<file path="src/rtl/ycc_pkg.sv">
package ycc_pkg;
  localparam int NUM_CH     = 3;
  localparam int COEF_W     = 14;
  localparam int FRAC_W     = 13;
  localparam int PIPE_DEPTH = 2;

  // expected output ranges for 8-bit components
  localparam int LUMA_MIN   = 16;
  localparam int LUMA_MAX   = 235;
  localparam int CHROMA_MIN = 15;
  localparam int CHROMA_MAX = 239;

  // row: 0 luma, 1 blue diff, 2 red diff; col: 0 R, 1 G, 2 B
  function automatic int coef_of(int row, int col);
    case (row * NUM_CH + col)
      0:       return 2104;
      1:       return 4130;
      2:       return 802;
      3:       return -1217;
      4:       return -2382;
      5:       return 3598;
      6:       return 3598;
      7:       return -3015;
      default: return -583;
    endcase
  endfunction

  function automatic int offset_of(int row);
    return (row == 0) ? 16 : 128;
  endfunction
endpackage

</file>
<file path="src/rtl/ycc_valid_pipe.sv">
module ycc_valid_pipe #(
  parameter int DEPTH = 2
) (
  input  logic             clk_i,
  input  logic             rst_ni,
  input  logic             valid_i,
  output logic [DEPTH-1:0] stage_o
);
  logic [DEPTH-1:0] vld_q;

  generate
    if (DEPTH == 1) begin : g_single
      always_ff @(posedge clk_i or negedge rst_ni) begin
        if (!rst_ni) vld_q <= '0;
        else         vld_q <= valid_i;
      end
    end else begin : g_chain
      always_ff @(posedge clk_i or negedge rst_ni) begin
        if (!rst_ni) vld_q <= '0;
        else         vld_q <= {vld_q[DEPTH-2:0], valid_i};
      end
    end
  endgenerate

  assign stage_o = vld_q;
endmodule

</file>
<file path="src/rtl/ycc_mult_stage.sv">
module ycc_mult_stage import ycc_pkg::*; #(
  parameter int COMP_W = 8,
  parameter int PROD_W = COMP_W + 1 + COEF_W
) (
  input  logic                     clk_i,
  input  logic                     rst_ni,
  input  logic                     valid_i,
  input  logic [COMP_W-1:0]        pix_i  [NUM_CH],
  output logic signed [PROD_W-1:0] prod_o [NUM_CH][NUM_CH]
);
  generate
    for (genvar row = 0; row < NUM_CH; row++) begin : g_row
      for (genvar col = 0; col < NUM_CH; col++) begin : g_col
        localparam logic signed [COEF_W-1:0] K = COEF_W'(coef_of(row, col));
        logic signed [COMP_W:0]   comp_s;
        logic signed [PROD_W-1:0] prod_q;

        assign comp_s = {1'b0, pix_i[col]};

        // enable-gated: idle cycles leave products untouched
        always_ff @(posedge clk_i or negedge rst_ni) begin
          if (!rst_ni)      prod_q <= '0;
          else if (valid_i) prod_q <= PROD_W'(comp_s) * PROD_W'(K);
        end

        assign prod_o[row][col] = prod_q;
      end
    end
  endgenerate
endmodule

</file>
<file path="src/rtl/ycc_sum_stage.sv">
module ycc_sum_stage import ycc_pkg::*; #(
  parameter int COMP_W = 8,
  parameter int PROD_W = COMP_W + 1 + COEF_W,
  parameter int SUM_W  = PROD_W + 2
) (
  input  logic                     clk_i,
  input  logic                     rst_ni,
  input  logic                     valid_i,
  input  logic signed [PROD_W-1:0] prod_i [NUM_CH][NUM_CH],
  output logic [COMP_W-1:0]        res_o  [NUM_CH]
);
  generate
    for (genvar row = 0; row < NUM_CH; row++) begin : g_row
      logic signed [SUM_W-1:0] acc;
      logic signed [SUM_W-1:0] scaled;
      logic signed [SUM_W-1:0] biased;
      logic [COMP_W-1:0]       res_q;

      always_comb begin
        acc = '0;
        for (int c = 0; c < NUM_CH; c++) acc = acc + SUM_W'(prod_i[row][c]);
      end

      // arithmetic shift: negative sums floor toward minus infinity
      assign scaled = acc >>> FRAC_W;
      assign biased = scaled + SUM_W'(offset_of(row));

      always_ff @(posedge clk_i or negedge rst_ni) begin
        if (!rst_ni)      res_q <= '0;
        else if (valid_i) res_q <= biased[COMP_W-1:0];
      end

      assign res_o[row] = res_q;


      no_wrap_chk: assert property (@(posedge clk_i) disable iff (!rst_ni)
        valid_i |-> (biased[SUM_W-1:COMP_W] == '0));
    end
  endgenerate
endmodule

</file>
<file path="src/rtl/rgb_ycc_conv.sv">
module rgb_ycc_conv import ycc_pkg::*; #(
  parameter int COMP_W = 8
) (
  input  logic              clk_i,
  input  logic              rst_ni,
  input  logic              valid_i,
  input  logic [COMP_W-1:0] r_i,
  input  logic [COMP_W-1:0] g_i,
  input  logic [COMP_W-1:0] b_i,
  output logic              valid_o,
  output logic [COMP_W-1:0] y_o,
  output logic [COMP_W-1:0] cb_o,
  output logic [COMP_W-1:0] cr_o
);
  localparam int PROD_W = COMP_W + 1 + COEF_W;
  localparam int SUM_W  = PROD_W + 2;

  logic [COMP_W-1:0]        pix  [NUM_CH];
  logic signed [PROD_W-1:0] prod [NUM_CH][NUM_CH];
  logic [COMP_W-1:0]        res  [NUM_CH];
  logic [PIPE_DEPTH-1:0]    vld;

  assign pix[0] = r_i;
  assign pix[1] = g_i;
  assign pix[2] = b_i;

  ycc_valid_pipe #(.DEPTH(PIPE_DEPTH)) u_vld (
    .clk_i  (clk_i),
    .rst_ni (rst_ni),
    .valid_i(valid_i),
    .stage_o(vld)
  );

  ycc_mult_stage #(.COMP_W(COMP_W), .PROD_W(PROD_W)) u_mult (
    .clk_i  (clk_i),
    .rst_ni (rst_ni),
    .valid_i(valid_i),
    .pix_i  (pix),
    .prod_o (prod)
  );

  ycc_sum_stage #(.COMP_W(COMP_W), .PROD_W(PROD_W), .SUM_W(SUM_W)) u_sum (
    .clk_i  (clk_i),
    .rst_ni (rst_ni),
    .valid_i(vld[0]),
    .prod_i (prod),
    .res_o  (res)
  );

  assign valid_o = vld[PIPE_DEPTH-1];
  assign y_o     = res[0];
  assign cb_o    = res[1];
  assign cr_o    = res[2];

  // edges since reset, saturating; keeps $past inside the post-reset window
  logic [1:0] warm_q;
  always_ff @(posedge clk_i or negedge rst_ni) begin
    if (!rst_ni)              warm_q <= '0;
    else if (warm_q != 2'd2)  warm_q <= warm_q + 2'd1;
  end


  lat_chk: assert property (@(posedge clk_i) disable iff (!rst_ni)
    (warm_q == 2'd2) |-> (valid_o == $past(valid_i, 2)));


  hold_chk: assert property (@(posedge clk_i) disable iff (!rst_ni)
    (warm_q != 2'd0 && !valid_o) |-> ($stable(y_o) && $stable(cb_o) && $stable(cr_o)));


  luma_range_chk: assert property (@(posedge clk_i) disable iff (!rst_ni)
    valid_o |-> (y_o >= COMP_W'(LUMA_MIN) && y_o <= COMP_W'(LUMA_MAX)));


  chroma_range_chk: assert property (@(posedge clk_i) disable iff (!rst_ni)
    valid_o |-> (cb_o >= COMP_W'(CHROMA_MIN) && cb_o <= COMP_W'(CHROMA_MAX) &&
                 cr_o >= COMP_W'(CHROMA_MIN) && cr_o <= COMP_W'(CHROMA_MAX)));
endmodule

</file>
<file path="config.mk">
export PLATFORM = sky130hd
export DESIGN_NAME = rgb_ycc_conv
export DESIGN_NICKNAME = d
export VERILOG_FILES = /design/src/rtl/ycc_pkg.sv /design/src/rtl/ycc_valid_pipe.sv /design/src/rtl/ycc_mult_stage.sv /design/src/rtl/ycc_sum_stage.sv /design/src/rtl/rgb_ycc_conv.sv
export SDC_FILE = /design/constraint.sdc
export NUM_CORES = 1
export LEC_CHECK = 0
export BUFFER_PORTS_ARGS = -buffer_cell sky130_fd_sc_hd__buf_2
export CAP_MARGIN = 20
export CORE_MARGIN = 3
export CORE_UTILIZATION = 45
export DETAILED_ROUTE_END_ITERATION = 8
export PLACE_DENSITY = 0.65
export RECOVER_POWER = 100
export SLEW_MARGIN = 15
export SYNTH_ARGS = -nofsm -noshare
export SYNTH_HDL_FRONTEND = slang
export SYNTH_SLANG_ARGS = --single-unit
</file>
<file path="constraint.sdc">
create_clock -name clk_i -period 5.1 [get_ports clk_i]
set_input_delay 0 -clock clk_i [delete_from_list [all_inputs] [get_ports clk_i]]
set_output_delay 0 -clock clk_i [all_outputs]
set_load 0.01 [all_outputs]
</file>
==> metrics.txt <==
status=finished, violations left; failing checks=max-capacitance violations, max-slew violations; CP Launch Type=input pin; worst vdd ir=0.000308 V; Tightest Pin Transition=4.08 ns; post-route ant nets=0; Metal-1 WL=22.3 mm; Mapped Nets=2597; Clock Skew=0.00699 ns; latest clock arrival within the worst-skew pair=0.45 ns; Post-CTS Repair Setup Buffers=0; reg2reg start=u_mult.g_row[1].g_col[0].prod_q[1]$_DFFE_PN0P_; FF-to-FF setup slack=1.29 ns; vias in the first global route=14700; highest metal used=met4; RSZ-0062 raised after global routing=no; Max-cap violations=2; Pleak=11.1 nW; post-route setup TNS=0 ns; cells on worst reg2reg path=11; die height=220 um; clk root buf=clkbuf_16; drt total wl=47.8 mm; total core area=0.0447 mm^2; Reg-to-Reg End=u_sum.g_row[2].res_q[7]$_DFFE_PN0P_; die footprint=0.0484 mm^2; Final nets=2649; Die X=220 um; H-tree depth=4; Min-Delay Path Depth=2; P per Cell Area=638 mW/mm^2; Max-slew headroom=-172%; register bit count reported by yosys=177; post-cts resize count=0; f_max=0.212 GHz; synth-to-layout area growth=7.57%; crit path to=u_mult.g_row[1].g_col[0].prod_q[19]$_DFFE_PN0P_; most common cell after layout, fill and taps aside=inv_1; synth warn=0; Mean Syn Cell Area=10.3 um^2; Initial Utilization=46.1%; Mapped Area=0.0206 mm^2; Crit. Startpoint=r_i[0]; total power=14.1 mW; number of synthesized flops with an enable pin=0; Post-route DRC=0; initial antenna violation count=1; IO Port Bufs=51; WL/cell=17.9 um; Hold Path Origin=g_i[2]; first-pass GRT wire length=78.2 mm; worst-path fanout max=6; hold buffers post-CTS=6; metal2 WL=22.5 mm; row cnt=77; Post-synth ARST share=100%; DP HPWL=39.9 mm; io pins=52; fin. max-slew vios=162; overall routing resource usage=20.8%; routability cong.=0.895; largest net degree at the start of global routing=102; Synth cell types=65; Worst Setup End Kind=flip-flop; drt via density=5.23; crit path kind=in -> reg; Worst-path clk slew=0.07 ns; clock period minus worst slack=4.72 ns; TritonRoute pass-1 iters=4; most frequent cells in the layout=388 x inv_1, 352 x ha_1, 213 x fa_1; TritonCTS clock tree=built; TritonCTS Sinks=177; CTS max path bufs=2; global route overflow=0; Final Cycle Share=92.6%; Mapped Cells=2005; Routed met3 length=1.68 mm; Final setup viols=0; Seq/Total Area, Yosys=21.5%; via count=13900; final hold vios=0; ys flop type=dfrtp_1; CTS buffer count=17; share of cells above drive strength 1=9.18%; Worst EP arrival=5.04 ns; hold crit path type=in -> reg; number of DRC markers in iteration 0=720; Worst EP required=5.42 ns
==> stage by stage <==
step | hold slack [ns] | std cells | worst slack (ns) | instance area (um^2) | util, %
finish | 0.0321 | 2662 | 0.377 | 22200 | 49.6
global route | 0.0202 | 2661 | 0.0761 | 22200 | 49.6
global placement | 0.0942 | 2624 | 0.546 | 21600 | 48.2
CTS | 0.00804 | 2661 | 0.411 | 22200 | 49.7
detailed placement | 0.105 | 2624 | 0.495 | 21600 | 48.2
floorplan | -0.296 | 2005 | 0.671 | 20600 | -
==> state kept, by name (all words and copies together), names as in the netlist <==
signal	count
u_vld.stage_o	2
u_sum.g_row.res_q	24
u_mult.g_row.g_col.prod_q	151
==> Yosys cell counts, drive strengths merged, types with 5 or more instances <==
library cell / n / share of area [%]
nand4: 6 / 0.18
a31o: 7 / 0.30
a21o: 41 / 1.5
dfrtp: 177 / 21
xor2: 36 / 1.5
nor3: 25 / 0.63
nand2b: 9 / 0.27
o2111ai: 5 / 0.21
xnor2: 101 / 4.3
and2: 7 / 0.22
o31ai: 15 / 0.55
a21oi: 96 / 2.3
a211oi: 17 / 0.69
clkbuf: 25 / 0.46
ha: 352 / 21
o21a: 13 / 0.47
a31oi: 14 / 0.42
o21bai: 14 / 0.51
mux2: 113 / 6.2
buf: 5 / 0.091
o2bb2ai: 6 / 0.26
o21ai: 62 / 1.5
nor2b: 12 / 0.36
or2: 5 / 0.15
or3: 10 / 0.30
nand3b: 6 / 0.22
fa: 213 / 21
a21boi: 5 / 0.18
nand2: 71 / 1.3
nand3: 23 / 0.56
o211ai: 9 / 0.35
inv: 388 / 7.1
nor2: 67 / 1.2
and3: 11 / 0.34
==> cells by family (layout without fill, tap and decap cells) <==
kind of cell,Yosys count,after routing,synth area share (%)
adder cells (fa/ha/maj),565,565,42.1
buffers and inverters,419,483,7.63
AO/OA/AOI/OAI,333,333,10.6
AND/OR/NAND/NOR,259,259,6.02
flip-flops,177,177,21.5
XOR/XNOR,138,138,5.93
multiplexers,114,114,6.24
other,0,1,0
==> critical path, cell delays in order <==
cell           delay [ns]
dlygate4sd3_1        0.53
buf_2                0.17
fa_1                 0.56
inv_1                0.09
fa_1                 0.57
inv_1                0.06
ha_1                 0.27
inv_1                0.05
fa_1                 0.59
inv_1                0.06
ha_1                 0.28
a21o_1               0.15
a21o_1               0.19
a21o_1               0.20
o31a_1               0.28
a211oi_2             0.28
o311ai_0             0.19
a21oi_1              0.21
xnor2_1              0.08
mux2_2               0.25
==> worst min-delay path by stage <==
stage / endpoint / slack, ns
floorplan: u_mult.g_row[0].g_col[0].prod_q[10]$_DFFE_PN0P_ / -0.30
global placement: u_mult.g_row[2].g_col[2].prod_q[19]$_DFFE_PN0P_ / 0.09
detailed placement: u_mult.g_row[2].g_col[2].prod_q[18]$_DFFE_PN0P_ / 0.11
CTS: u_mult.g_row[2].g_col[1].prod_q[2]$_DFFE_PN0P_ / 0.008
global route: u_mult.g_row[2].g_col[1].prod_q[2]$_DFFE_PN0P_ / 0.02
finish: u_mult.g_row[2].g_col[1].prod_q[2]$_DFFE_PN0P_ / 0.03
==> cell type report <==
cell class	instances	area (um^2)
Fill cell	4143	22500
Multi-Input combinational cell	1409	14600
Sequential cell	177	4430
Inverter	389	1460
Tap cell	592	741
Clock buffer	18	439
Timing Repair Buffer	63	330
Clock inverter	13	184
Antenna cell	1	2.50
==> per-layer routing <==
layer  GRT usage (%)  vias up
li1                -     6806
met1            28.0     6879
met2            34.7      179
met3            3.42       56
met4            6.05        0
met5               0        -
==> power by group <==
| group | switching, mW | total (mW) | internal, mW |
|---|---|---|---|
| Combinational | 5.36 | 10.1 | 4.74 |
| Clock | 0.574 | 1.41 | 0.831 |
| Sequential | 0.599 | 2.64 | 2.04 |
| Total | 6.53 | 14.1 | 7.61 |
(Power assumes the default switching activity.)
